**src/rtl/bcd_pkg.sv**
```systemverilog
package bcd_pkg;
  localparam int FUNC_W = 5;
  localparam int DATA_W = 24;
  localparam int EXT_W  = 8;
  localparam int CTRL_W = 8;
  localparam int NIB_W  = 4;

  localparam int NCMD      = 13;
  localparam int C_RDOR    = 0;
  localparam int C_STAT    = 1;
  localparam int C_RDBT    = 2;
  localparam int C_ID      = 3;
  localparam int C_CLR     = 4;
  localparam int C_WFIFO   = 5;
  localparam int C_WCTL    = 6;
  localparam int C_HDR     = 7;
  localparam int C_HDRX    = 8;
  localparam int C_ENA_CLR = 9;
  localparam int C_ENA_SET = 10;
  localparam int C_ON_CLR  = 11;
  localparam int C_ON_SET  = 12;

  // control register bit positions
  localparam int B_BT  = 7;
  localparam int B_ON  = 6;
  localparam int B_ENA = 5;
  localparam int B_TMO = 4;

  typedef logic [FUNC_W-1:0] func_t;

  function automatic func_t code_of(int c);
    case (c)
      C_RDOR:    return func_t'(0);
      C_STAT:    return func_t'(1);
      C_RDBT:    return func_t'(4);
      C_ID:      return func_t'(6);
      C_CLR:     return func_t'(9);
      C_WFIFO:   return func_t'(16);
      C_WCTL:    return func_t'(17);
      C_HDR:     return func_t'(20);
      C_HDRX:    return func_t'(22);
      C_ENA_CLR: return func_t'(24);
      C_ENA_SET: return func_t'(26);
      C_ON_CLR:  return func_t'(28);
      default:   return func_t'(30);
    endcase
  endfunction

  // field order equals status word order, msb first
  typedef struct packed {
    logic tmo;
    logic exp_hdr;
    logic hdr_seq;
    logic wip;
    logic or_seq;
    logic wfifo_nf;
    logic rfifo_nf;
    logic or_rdy;
  } seq_flags_t;
endpackage

```
**src/rtl/bcd_func_dec.sv**
```systemverilog
module bcd_func_dec
  import bcd_pkg::*;
(
  input  logic             strobe_i,
  input  func_t            func_i,
  output logic [NCMD-1:0]  cmd_o,
  output logic             x_o
);
  for (genvar g = 0; g < NCMD; g++) begin : g_cmd
    localparam func_t CODE = code_of(g);
    assign cmd_o[g] = strobe_i && (func_i == CODE);
  end

  assign x_o = |cmd_o;
endmodule

```
**src/rtl/bcd_q_gate.sv**
```systemverilog
module bcd_q_gate
  import bcd_pkg::*;
(
  input  logic [NCMD-1:0] cmd_i,
  input  seq_flags_t      flags_i,
  input  logic            xfer_pend_i,
  input  logic            bt_i,
  output logic [NCMD-1:0] acc_o,
  output logic            q_o
);
  logic [NCMD-1:0] ok;
  logic            wr_ok_nobt;

  // shared write gate; block mode added only for plain FIFO writes
  assign wr_ok_nobt = !flags_i.tmo && !flags_i.or_rdy && !flags_i.or_seq
                      && flags_i.wfifo_nf && !flags_i.exp_hdr;

  always_comb begin
    ok            = '1;
    ok[C_RDOR]    = flags_i.or_rdy && !bt_i && !flags_i.tmo;
    ok[C_RDBT]    = flags_i.or_rdy &&  bt_i && !flags_i.tmo;
    ok[C_WFIFO]   = wr_ok_nobt && !bt_i;
    ok[C_HDRX]    = wr_ok_nobt;
    ok[C_HDR]     = !xfer_pend_i && !flags_i.tmo && !flags_i.or_rdy;
  end

  assign acc_o = cmd_i & ok;
  assign q_o   = |acc_o;
endmodule

```
**src/rtl/bcd_ctrl_reg.sv**
```systemverilog
module bcd_ctrl_reg
  import bcd_pkg::*;
(
  input  logic              clk_i,
  input  logic              rst_ni,
  input  logic              clr_i,
  input  logic              wctl_i,
  input  logic [NIB_W-1:0]  wnib_i,
  input  logic              hdr_i,
  input  logic              bt_val_i,
  input  logic              ena_set_i,
  input  logic              ena_clr_i,
  input  logic              on_set_i,
  input  logic              on_clr_i,
  input  logic              tmo_i,
  output logic [CTRL_W-1:0] ctrl_o
);
  logic             bt_q, on_q, ena_q;
  logic [NIB_W-1:0] usr_q;

  always_ff @(posedge clk_i or negedge rst_ni) begin
    if (!rst_ni) begin
      bt_q  <= 1'b0;
      on_q  <= 1'b0;
      ena_q <= 1'b0;
      usr_q <= '0;
    end else if (clr_i) begin
      bt_q  <= 1'b0;
      on_q  <= 1'b0;
      ena_q <= 1'b0;
      usr_q <= '0;
    end else begin
      if (wctl_i)    usr_q <= wnib_i;
      if (hdr_i)     bt_q  <= bt_val_i;
      if (ena_set_i) ena_q <= 1'b1;
      if (ena_clr_i) ena_q <= 1'b0;
      if (on_set_i)  on_q  <= 1'b1;
      if (on_clr_i)  on_q  <= 1'b0;
    end
  end

  assign ctrl_o = {bt_q, on_q, ena_q, tmo_i, usr_q};

  assert_nib_load_R4: assert property (@(posedge clk_i) disable iff (!rst_ni)
    wctl_i |=> ctrl_o[NIB_W-1:0] == $past(wnib_i));
  assert_nib_hold_R4: assert property (@(posedge clk_i) disable iff (!rst_ni)
    (!wctl_i && !clr_i) |=> $stable(ctrl_o[NIB_W-1:0]));
  assert_ena_set_R5: assert property (@(posedge clk_i) disable iff (!rst_ni)
    ena_set_i |=> ctrl_o[B_ENA]);
  assert_on_clr_R5: assert property (@(posedge clk_i) disable iff (!rst_ni)
    on_clr_i |=> !ctrl_o[B_ON]);
  assert_bt_load_R6: assert property (@(posedge clk_i) disable iff (!rst_ni)
    hdr_i |=> ctrl_o[B_BT] == $past(bt_val_i));
  assert_clr_R6: assert property (@(posedge clk_i) disable iff (!rst_ni)
    clr_i |=> (ctrl_o[B_BT:B_ENA] == '0) && (ctrl_o[NIB_W-1:0] == '0));
  assert_bt_hold_R13: assert property (@(posedge clk_i) disable iff (!rst_ni)
    (!hdr_i && !clr_i) |=> $stable(ctrl_o[B_BT]));
endmodule

```
**src/rtl/bcd_rd_mux.sv**
```systemverilog
module bcd_rd_mux
  import bcd_pkg::*;
#(
  parameter logic [EXT_W-1:0]  LAM_MASK  = 8'h0F,
  parameter logic [DATA_W-1:0] MODULE_ID = 24'h000050
) (
  input  logic [NCMD-1:0]   acc_i,
  input  seq_flags_t        flags_i,
  input  logic [EXT_W-1:0]  ext_i,
  input  logic [CTRL_W-1:0] ctrl_i,
  input  logic [DATA_W-1:0] or_data_i,
  output logic [DATA_W-1:0] rdata_o,
  output logic              lam_o
);
  logic [EXT_W-1:0] lam_terms;

  for (genvar g = 0; g < EXT_W; g++) begin : g_lam
    if (LAM_MASK[g]) begin : g_on
      assign lam_terms[g] = ext_i[g];
    end else begin : g_off
      assign lam_terms[g] = 1'b0;
    end
  end

  assign lam_o = flags_i.tmo || (|lam_terms);

  always_comb begin
    rdata_o = '0;
    if (acc_i[C_STAT])                   rdata_o = {flags_i, ext_i, ctrl_i};
    if (acc_i[C_ID])                     rdata_o = MODULE_ID;
    if (acc_i[C_RDOR] || acc_i[C_RDBT])  rdata_o = or_data_i;
  end
endmodule

```
**src/rtl/bus_cmd_decoder.sv**
```systemverilog
module bus_cmd_decoder
  import bcd_pkg::*;
#(
  parameter logic [EXT_W-1:0]  LAM_MASK  = 8'h0F,
  parameter logic [DATA_W-1:0] MODULE_ID = 24'h000050
) (
  input  logic              clk_i,
  input  logic              rst_ni,
  input  logic              strobe_i,
  input  logic [FUNC_W-1:0] func_i,
  input  logic [DATA_W-1:0] wdata_i,
  input  logic [DATA_W-1:0] or_data_i,
  input  logic              tmo_i,
  input  logic              exp_hdr_i,
  input  logic              hdr_seq_i,
  input  logic              wip_i,
  input  logic              or_seq_i,
  input  logic              wfifo_nf_i,
  input  logic              rfifo_nf_i,
  input  logic              or_rdy_i,
  input  logic              xfer_pend_i,
  input  logic [EXT_W-1:0]  ext_stat_i,
  output logic [DATA_W-1:0] rdata_o,
  output logic              x_o,
  output logic              q_o,
  output logic              or_rd_o,
  output logic              fifo_wr_o,
  output logic              hdr_load_o,
  output logic              hdr_more_o,
  output logic              clear_o,
  output logic [CTRL_W-1:0] ctrl_o,
  output logic              lam_o
);
  logic [NCMD-1:0] cmd, acc;
  seq_flags_t      flags;

  assign flags = '{tmo: tmo_i, exp_hdr: exp_hdr_i, hdr_seq: hdr_seq_i,
                   wip: wip_i, or_seq: or_seq_i, wfifo_nf: wfifo_nf_i,
                   rfifo_nf: rfifo_nf_i, or_rdy: or_rdy_i};

  bcd_func_dec u_dec (
    .strobe_i (strobe_i),
    .func_i   (func_i),
    .cmd_o    (cmd),
    .x_o      (x_o)
  );

  bcd_q_gate u_qg (
    .cmd_i       (cmd),
    .flags_i     (flags),
    .xfer_pend_i (xfer_pend_i),
    .bt_i        (ctrl_o[B_BT]),
    .acc_o       (acc),
    .q_o         (q_o)
  );

  bcd_ctrl_reg u_ctrl (
    .clk_i     (clk_i),
    .rst_ni    (rst_ni),
    .clr_i     (acc[C_CLR]),
    .wctl_i    (acc[C_WCTL]),
    .wnib_i    (wdata_i[NIB_W-1:0]),
    .hdr_i     (acc[C_HDR]),
    .bt_val_i  (wdata_i[DATA_W-1]),
    .ena_set_i (acc[C_ENA_SET]),
    .ena_clr_i (acc[C_ENA_CLR]),
    .on_set_i  (acc[C_ON_SET]),
    .on_clr_i  (acc[C_ON_CLR]),
    .tmo_i     (tmo_i),
    .ctrl_o    (ctrl_o)
  );

  bcd_rd_mux #(.LAM_MASK(LAM_MASK), .MODULE_ID(MODULE_ID)) u_rd (
    .acc_i     (acc),
    .flags_i   (flags),
    .ext_i     (ext_stat_i),
    .ctrl_i    (ctrl_o),
    .or_data_i (or_data_i),
    .rdata_o   (rdata_o),
    .lam_o     (lam_o)
  );

  assign or_rd_o    = acc[C_RDOR] || acc[C_RDBT];
  assign fifo_wr_o  = acc[C_WFIFO];
  assign hdr_load_o = acc[C_HDR];
  assign hdr_more_o = acc[C_HDRX];
  assign clear_o    = acc[C_CLR];

  assert_one_cmd_R1: assert property (@(posedge clk_i) disable iff (!rst_ni)
    $onehot0(cmd));
  assert_x_needs_strobe_R1: assert property (@(posedge clk_i) disable iff (!rst_ni)
    x_o |-> strobe_i);
  assert_q_needs_x_R1: assert property (@(posedge clk_i) disable iff (!rst_ni)
    q_o |-> x_o);
  assert_stat_q_R2: assert property (@(posedge clk_i) disable iff (!rst_ni)
    (strobe_i && func_i == FUNC_W'(1)) |-> q_o);
  assert_rdor_gate_R8: assert property (@(posedge clk_i) disable iff (!rst_ni)
    (q_o && func_i == FUNC_W'(0)) |-> (or_rdy_i && !ctrl_o[B_BT] && !tmo_i));
  assert_rdbt_gate_R8: assert property (@(posedge clk_i) disable iff (!rst_ni)
    (q_o && func_i == FUNC_W'(4)) |-> (or_rdy_i && ctrl_o[B_BT] && !tmo_i));
  assert_wfifo_gate_R9: assert property (@(posedge clk_i) disable iff (!rst_ni)
    fifo_wr_o |-> (!tmo_i && !or_rdy_i && !or_seq_i && !ctrl_o[B_BT]
                   && wfifo_nf_i && !exp_hdr_i));
  assert_hdr_gate_R10: assert property (@(posedge clk_i) disable iff (!rst_ni)
    hdr_load_o |-> (!xfer_pend_i && !tmo_i && !or_rdy_i));
  assert_lam_tmo_R12: assert property (@(posedge clk_i) disable iff (!rst_ni)
    tmo_i |-> lam_o);
  assert_refused_quiet_R13: assert property (@(posedge clk_i) disable iff (!rst_ni)
    !q_o |-> !(or_rd_o || fifo_wr_o || hdr_load_o || hdr_more_o || clear_o));
endmodule

```
**config.mk**
```make
export PLATFORM = sky130hd
export DESIGN_NAME = bus_cmd_decoder
export DESIGN_NICKNAME = d
export VERILOG_FILES = /design/src/rtl/bcd_pkg.sv /design/src/rtl/bcd_func_dec.sv /design/src/rtl/bcd_q_gate.sv /design/src/rtl/bcd_ctrl_reg.sv /design/src/rtl/bcd_rd_mux.sv /design/src/rtl/bus_cmd_decoder.sv
export SDC_FILE = /design/constraint.sdc
export NUM_CORES = 1
export LEC_CHECK = 0
export CORE_ASPECT_RATIO = 0.5
export CORE_MARGIN = 4
export CORE_UTILIZATION = 25
export CTS_CLUSTER_SIZE = 16
export DETAILED_ROUTE_END_ITERATION = 10
export GPL_TIMING_DRIVEN = 0
export PLACE_DENSITY = 0.85
export SLEW_MARGIN = 30
export SYNTH_ARGS = -nofsm -noshare
export SYNTH_HDL_FRONTEND = slang
export SYNTH_HIERARCHICAL = 1
export SYNTH_SLANG_ARGS = --single-unit
```
**constraint.sdc**
```tcl
create_clock -name clk_i -period 2.1 [get_ports clk_i]
set_input_delay 0.21 -clock clk_i [delete_from_list [all_inputs] [get_ports clk_i]]
set_output_delay 0.21 -clock clk_i [all_outputs]
set_load 0.02 [all_outputs]
```
# Yosys cells after proc, flatten, opt, wreduce, memory -nomap -nowiden
# Index checks and enable logic that the tools add are counted.
[op_classes]
eq_ne = 12
n_mux = 13
n_bitwise = 1
n_reduce_logical = 40
[ops]
columns = ["op", "count"]
rows = [
  ["2-to-1 mux 24 bit", 3],
  ["== test 5 bit, second input constant", 8],
  ["OR reduction 13 bit", 2],
  ["logical AND 1 bit", 24],
  ["AND 13 bit", 1],
  ["== test 5 x 3 -> 1 bit, second input constant", 2],
  ["2-to-1 mux 1 bit", 8],
  ["2-to-1 mux 4 bit", 2],
  ["zero test 1 bit", 6],
  ["nonzero test 3 bit", 2],
  ["== test 5 x 1 -> 1 bit, second input constant", 1],
  ["== test 5 x 4 -> 1 bit, second input constant", 1],
  ["zero test 5 bit", 1],
  ["nonzero test 2 bit", 2],
  ["OR reduction 4 bit", 1],
  ["logical OR 1 bit", 2],
]
[word_totals]
ff_bits = 7
input_bits = 73
out_inout_bits = 40
word_cells = 70

# Longest topological paths before layout
# Gate-level depths: netlist of run 1.
[logic_depth]
word_depth = 10
mapped_depth = 8
mapped_depth_nobuf = 6

# Cells and area by module
# The synthesis of run 1 kept the hierarchy.
[modules_own_cells]
columns = ["mod", "instances", "cells_each", "area_each_um2", "seq_area_each_um2"]
rows = [
  ["bcd_rd_mux", 1, 38, 314.1, 0.0],
  ["bcd_ctrl_reg", 1, 26, 296.5, 175.2],
  ["bcd_func_dec", 1, 29, 187.7, 0.0],
  ["bcd_q_gate", 1, 23, 178.9, 0.0],
  ["bus_cmd_decoder", 1, 1, 6.3, 0.0],
]

# Least setup slack after synthesis of run 1
# OpenSTA, ideal clock, no wires.
[synth_path]
kind = "input to output"
from = "in func_i[3]"
to = "out rdata_o[10]"
t_arrival_ps = 2113
setup_slack_ps = -223
path_stages = 8
path_buffers = 2
cell_sequence = "nand2b_4 -> or3_4 -> nor3_2 -> nor4bb_1 -> or2_1 -> buf_6 -> buf_6 -> a22o_1"
[synth_via]
elab_cells_between_ends = 13
classes_between = "eq/ne: 3; mux: 3; bitwise: 1; reduce/logical: 6"
[synth_lines]
columns = ["item", "line", "source"]
rows = [
  ["start: declaration", "bus_cmd_decoder.sv:10", "input logic [FUNC_W-1:0] func_i,"],
  ["zero test 5 bit", "bcd_func_dec.sv:11", "assign cmd_o[g] = strobe_i && (func_i == CODE);"],
  ["logical AND 1 bit", "bcd_func_dec.sv:11", ""],
  ["net cmd[0]", "bus_cmd_decoder.sv:34", "logic [NCMD-1:0] cmd, acc;"],
  ["AND 13 bit", "bcd_q_gate.sv:27", "assign acc_o = cmd_i & ok;"],
  ["net acc[0]", "bus_cmd_decoder.sv:34", ""],
  ["logical OR 1 bit", "bcd_rd_mux.sv:31", "if (acc_i[C_RDOR] || acc_i[C_RDBT]) rdata_o = or_data_i;"],
  ["2-to-1 mux 24 bit", "bcd_rd_mux.sv:31", ""],
  ["end: declaration", "bus_cmd_decoder.sv:23", "output logic [DATA_W-1:0] rdata_o,"],
]
# The timed path passes the listed nets, and every way through them passes these cells.

# Worst setup path after layout of run 1
[layout_path]
from = "reg u_ctrl.bt_q"
to = "out rdata_o[12]"
[layout_via]
elab_cells_between_ends = 8
classes_between = "mux: 1; bitwise: 1; reduce/logical: 6"
[layout_lines]
columns = ["item", "line", "source"]
rows = [
  ["start: declaration", "bcd_ctrl_reg.sv:18", "logic bt_q, on_q, ena_q;"],
  ["start signal: assignment", "bcd_ctrl_reg.sv:34", "if (hdr_i) bt_q <= bt_val_i;"],
  ["logical AND 1 bit (2 in a row)", "bcd_q_gate.sv:21", "ok[C_RDBT] = flags_i.or_rdy && bt_i && !flags_i.tmo;"],
  ["AND 13 bit", "bcd_q_gate.sv:27", ""],
  ["net acc[2]", "bus_cmd_decoder.sv:34", ""],
  ["logical OR 1 bit", "bcd_rd_mux.sv:31", ""],
  ["2-to-1 mux 24 bit", "bcd_rd_mux.sv:31", ""],
]
# The timed path passes the listed nets, and every way through them passes these cells.

==> results of run 1 <==
-- power groups by stage --
stage,clock network [uW],registers (uW),logic [uW]
2_1_floorplan,0,190,99.8
3_3_place_gp,0,176,299
3_5_place_dp,0,177,305
4_1_cts,195,178,308
5_1_grt,205,179,336
6_report,189,178,317
-- sequential cells by signal (all words and copies together) (netlist names) --
name	cells
u_ctrl/usr_q	4
u_ctrl/ena_q	1
u_ctrl/bt_q	1
u_ctrl/on_q	1
-- per-layer routing --
metal	track usage	part of all wire	vias up
met5	0	0	-
met4	0.0583	0.0064	0
met3	0.0266	0.031	4
met2	0.345	0.58	40
met1	0.182	0.38	692
li1	-	-	660
-- through the flow --
stage	worst slack, ns	power (uW)	hold WS (ns)
2_1_floorplan	0.00920	290	-0.0856
3_3_place_gp	-1.14	475	0.493
3_5_place_dp	-1.19	483	0.497
4_1_cts	-0.0793	681	0.256
5_1_grt	-0.138	720	0.273
6_report	-0.0919	684	0.251
-- cells in the mapped netlist (3+ instances only) --
master and n:
a21oi_1 3, dfrtp_1 7, nor4_1 4, buf_4 15
a22o_1 22, mux2i_1 6, nand2_1 4, o21ai_0 4
nand2b_1 4, nor2_1 13, nor3_1 8, buf_6 4
-- cell usage in the layout, fill, tap and decap left out, types with 3 or more instances in the layout --
cell             instances
nor3_1                   8
mux2i_1                  6
a22o_1                  22
buf_4                   22
clkdlybuf4s50_1         57
buf_8                    3
dfrtp_1                  6
buf_6                   28
buf_2                    5
nor2_1                  13
clkbuf_8                 3
nand2_1                  4
dlygate4sd2_1            4
a21oi_1                  3
-- what timing repair did --
action,4_1_cts,5_1_grt
setup buffers,9,2
endpoints found under the setup margin,30,27
cloned,2,1
resized for setup,172,21
pin swaps,11,8
-- path summary, 6_finish.rpt --
check,end,slack (ns)
max,rdata_o[12],-0.09
min,u_ctrl/usr_q[0]$_DFFE_PN0P_,0.25
max reg2reg,u_ctrl/usr_q[2]$_DFFE_PN0P_,1.33
min reg2reg,u_ctrl/on_q$_DFFE_PN0P_,0.54
max in group asynchronous,u_ctrl/bt_q$_DFFE_PN0P_,1.58
min in group clk_i,u_ctrl/usr_q[3]$_DFFE_PN0P_,0.48
-- area by class of cell --
cell class	instances	area, um2	area share
repair buffers	105	1060	0.477
multi-input cells	89	701	0.316
flip-flops and latches	7	176	0.0795
plain buffers	19	170	0.0767
well taps	51	63.8	0.0287
clock buffers	4	45.0	0.0203
inverters	1	3.75	0.00169
-- worst reg2reg max path: cells and delay by family (launching register included) --
family	cells	cell delay [ns]
flops	1	0.41
mux	1	0.19
simple gates	1	0.06
-- cells by family (layout without fill, tap and decap cells) --
| family | Yosys count | after routing | share of synthesized area |
|---|---|---|---|
| and+or+nand+nor | 50 | 50 | 0.323 |
| AOI/OAI and AO/OA | 33 | 33 | 0.268 |
| buffers and inverters | 21 | 129 | 0.169 |
| DFF | 7 | 7 | 0.178 |
| muxes | 6 | 6 | 0.0611 |
==> summary.txt, run 1 <==
Outcome -> finished, violations left
Failing checks -> negative setup slack
Number of detailed-route iterations in the first pass -> 6
Main synth FF type -> dfrtp_1
Starting density of the core -> 0.273
Final instance area -> 2220 um2
Die height -> 52.4 um
Remaining global-route overflow -> 0
Share of cells above drive strength 1 -> 0.369
Critical Path Start Type -> flop
CP max stage cell -> nor4b_4
Layout area overhead -> 126%
Placed inst area -> 1970 um2
Final Hold Vio Count -> 0
Mean post-synth cell area -> 8.41 um2
Max Clock Skew -> 0 ns
Cell Chain, Critical Path -> and4b_2 > buf_6 > nor4b_4 > buf_4 > a22o_1 > buf_6
Slew @ Worst Pin -> 0.417 ns
FILL cells -> 286
Post-route setup TNS -> -0.874 ns
P_int -> 471 uW
Cells after synthesis -> 117
Crit path buf inv count -> 3
Maxcap violations -> 0
Finished Layout Cells -> 276
Drt total wl -> 4870 um
Netlist cell types -> 32
Placed cells -> 259
Endpoint class of the critical path -> output pin
RSZ-0062 raised after global routing -> yes
Share of the core filled with cells -> 0.616
Power density over cell area -> 308 nW/um2
Port Buffers -> 91
Final setup viols -> 20
Post-route worst setup slack -> -0.0919 ns
Critical Path Source -> u_ctrl/bt_q$_DFFE_PN0P_
Worst path depth -> 6
Crit path DAT -> 1.98 ns
Num Clock Sinks -> 7
CTS tree -> done
ANT nets after route -> 0
Leakage power -> 0.000959 uW
Net Switching -> 213 uW
Vias in the first global route -> 1426
Worst-path clk slew -> 0.04 ns
Clock buffer depth -> 2
Initial antenna violation count -> 0
Combinational share of power -> 0.463
CP required -> 1.89 ns
Min Clock Period, post-route -> 2.19 ns
Mapped Area -> 983 um2
Slowest Stage Delay on Critical Path -> 0.44 ns
Fmax achieved -> 456 MHz
Final Max Tran Viols -> 0
Peak VDD IR -> 217 uV
IO Count -> 113
Via density -> 5.06
Crit path max-delay family -> simple AND/OR/NAND/NOR gates
Post-synthesis sequential area ratio -> 0.178
Worst setup path category -> flop to output pin
CTS Hold Bufs -> 0
Final Cycle Share -> 1.04
Hpwl dp -> 3520 um
Slew Limit Headroom -> 0.721
Synth async-reset ratio -> 1.00
Wire length per cell -> 17.6 um
Nets@finish -> 299
Vias -> 1396
Die width -> 96.7 um
Core ar. -> 3600 um2
CTS Root Cell -> clkbuf_8
Global Route Usage Sum -> 0.169
DRT iter0 DRCs -> 53
Synth area leaders -> a22o_1 (20%), dfrtp_1 (18%), buf_4 (11%)
Flops & latches, synth -> 7
Worst Hold Class -> input port to asynchronous set/reset pin
Gpl congestion -> 0.838
Largest net degree at the start of global routing -> 11
Clock power share -> 0.276
Seq pwr share -> 0.260
First-pass GRT wire length -> 6960 um
Worst r2r src -> u_ctrl/usr_q[2]$_DFFE_PN0P_
Worst-Skew Late Latency -> 0.23 ns
Share of the synthesized area in the top cell type -> 0.196
Crit Path Max Fanout -> 5
Number of core rows -> 15
Number of flops mapped to enable cells by yosys -> 0
Sw frac -> 0.311
Die Footprint -> 5060 um2
CTS buffer count -> 3
Most used cell along the critical path -> buf_6
Net Count, Synth -> 190
Yosys top cell by area -> a22o_1
Cell depth of the worst flop-to-flop path -> 2
# diodes -> 0
Synth warn -> 6
H-tree levels -> 1
Drt drc -> 0
Note: power is estimated with default switching activity, not from simulation.
==> run 2, diff against run 1 <==
--- a/config.mk
+++ b/config.mk
@@ -5,6 +5,7 @@
 export SDC_FILE = /design/constraint.sdc
 export NUM_CORES = 1
 export LEC_CHECK = 0
+export ABC_CLOCK_PERIOD_IN_PS = 2100
 export CORE_ASPECT_RATIO = 0.5
 export CORE_MARGIN = 4
 export CORE_UTILIZATION = 25
==> results of run 2 <==
Final layout, timing and power as in run 1 (identical DEF).
==> run 3, diff against run 2 <==
--- a/config.mk
+++ b/config.mk
@@ -13,6 +13,7 @@
 export DETAILED_ROUTE_END_ITERATION = 10
 export GPL_TIMING_DRIVEN = 0
 export PLACE_DENSITY = 0.85
+export REMOVE_ABC_BUFFERS = 1
 export SLEW_MARGIN = 30
 export SYNTH_ARGS = -nofsm -noshare
 export SYNTH_HDL_FRONTEND = slang
==> summary.txt, run 3 (synthesis results as in run 1) <==
Wire length per cell -> 17.9 um
Largest net degree at the start of global routing -> 13
Via density -> 5.20
Slowest Stage Delay on Critical Path -> 0.39 ns
Wl on met1 -> 1700 um
Most flop-heavy register -> u_ctrl/usr_q
P_int -> 458 uW
FILL cells -> 299
Final Hold Vio Count -> 0
Max reg flops -> 4
Critical Path Source -> func_i[3]
Global Route Usage Sum -> 0.159
Vias in the first global route -> 1307
Worst Hold Class -> input port to asynchronous set/reset pin
Most used cell along the critical path -> buf_4
CTS Hold Bufs -> 0
Vias -> 1348
Leakage power -> 0.000864 uW
Seq pwr share -> 0.273
Worst path depth -> 10
Commonest non-fill, non-tap cell in the layout -> clkdlybuf4s50_1
Sw frac -> 0.320
Die height -> 52.4 um
Gpl congestion -> 0.901
Outcome -> finished, violations left
Net Switching -> 215 uW
Crit Path Max Fanout -> 5
Worst setup path category -> input port to output pin
Multi-input combinational cell area -> 759 um2
Final Power -> 673 uW
DRT iter0 DRCs -> 52
Post-route worst setup slack -> -0.0693 ns
Finished Layout Cells -> 259
Worst-path clk slew -> 0.05 ns
CTS tree -> done
Endpoint class of the critical path -> output pin
Final Cycle Share -> 1.03
Crit path DAT -> 1.96 ns
H-tree levels -> 1
Cell depth of the worst flop-to-flop path -> 2
Die Footprint -> 5060 um2
Max Clock Skew -> 0 ns
Num Clock Sinks -> 7
Final setup viols -> 23
Fin Hold WS -> 0.235 ns
# diodes -> 0
Power density over cell area -> 320 nW/um2
Max Used Layer -> met4
Share of cells above drive strength 1 -> 0.341
Hpwl dp -> 3220 um
Register area -> 175 um2
Core ar. -> 3600 um2
Crit path max-delay family -> simple AND/OR/NAND/NOR gates
Number of core rows -> 15
Failing checks -> negative setup slack
Port Buffers -> 93
Commonest cells after routing, fill and taps aside -> clkdlybuf4s50_1 (57), buf_6 (26), a22o_1 (22), nor2_1 (13), buf_4 (9)
Starting density of the core -> 0.273
Fmax achieved -> 461 MHz
Layout area overhead -> 114%
Clock buffer depth -> 2
IO Count -> 113
Final Max Tran Viols -> 0
Remaining global-route overflow -> 0
Drt drc -> 0
Maxcap violations -> 0
Met3 routed WL -> 260 um
DR WL met2 -> 2570 um
First-pass GRT wire length -> 6520 um
CTS Root Cell -> clkbuf_8
Drt total wl -> 4620 um
Peak VDD IR -> 258 uV
CP required -> 1.89 ns
Cell Chain, Critical Path -> buf_8 > nand2b_4 > or3_4 > nor3_4 > nor4bb_4 > buf_4 > nor4b_4 > buf_4 > a22o_1 > buf_6
ANT nets after route -> 0
RSZ-0062 raised after global routing -> yes
Min Clock Period, post-route -> 2.17 ns
Worst r2r src -> u_ctrl/bt_q$_DFFE_PN0P_
Initial antenna violation count -> 0
Share of the core filled with cells -> 0.584
Slew Limit Headroom -> 0.658
Slew @ Worst Pin -> 0.509 ns
Number of detailed-route iterations in the first pass -> 4
Crit path buf inv count -> 4
Worst-Skew Late Latency -> 0.23 ns
Clock power share -> 0.281
Placed cells -> 242
Combinational share of power -> 0.446
CTS buffer count -> 3
Nets@finish -> 282
CP max stage cell -> or3_4
Critical Path Start Type -> input port
Die width -> 96.7 um
Pre-CTS setup slack -> -1.98 ns
-- run 3: path summary, 6_finish.rpt --
kind                                                    end  slack (ns)
worst min register to register  u_ctrl/usr_q[0]$_DFFE_PN0P_        0.57
max in group asynchronous       u_ctrl/usr_q[0]$_DFFE_PN0P_        1.62
worst min-delay path                u_ctrl/bt_q$_DFFE_PN0P_        0.23
worst max register to register      u_ctrl/bt_q$_DFFE_PN0P_        1.15
min in group clk_i                  u_ctrl/on_q$_DFFE_PN0P_        0.44
worst max-delay path                            rdata_o[20]       -0.07
-- run 3: cell type report --
class                           count  share of cell area
Sequential cell                     7              0.0833
Tap cell                           51              0.0303
Clock buffer                        4              0.0214
Inverter                            1             0.00178
Timing Repair Buffer              106               0.502
Multi-Input combinational cell     90               0.361
-- run 3: layer usage --
layer / global-route usage / vias up
met4: 0.0303 / 0
met1: 0.166 / 652
met3: 0.0372 / 12
met2: 0.333 / 66
met5: 0 / -
li1: - / 618
-- run 3: what timing repair did --
item | in CTS | in global routing
endpoints found under the hold margin | 0 | 0
endpoints found under the setup margin | 32 | 29
setup buffers | 7 | 3
cloned | 3 | 0
pin swaps | 9 | 6
gates resized for setup | 159 | 56
-- run 3: power by group through the flow --
stage	clock network, uW	logic (uW)	registers (uW)
final	189	300	183
after global routing	199	315	185
after CTS	191	287	180
after detailed placement	0	280	182
after global placement	0	272	181
after floorplan	0	58.0	205
-- run 3: worst register-to-register path: cells and delay by family, from the launching register on --
family	cells	cell delay, ns
DFF	1	0.48
muxes	1	0.26
and+or+nand+nor	1	0.07
-- run 3: through the flow --
stage | cell area [um2] | TNS (ns)
3_5_place_dp | 1830 | -51.53
4_1_cts | 1920 | -2.79
3_3_place_gp | 1820 | -47.89
6_report | 2100 | -1.05
2_1_floorplan | 821 | -10.74
5_1_grt | 2100 | -3.52
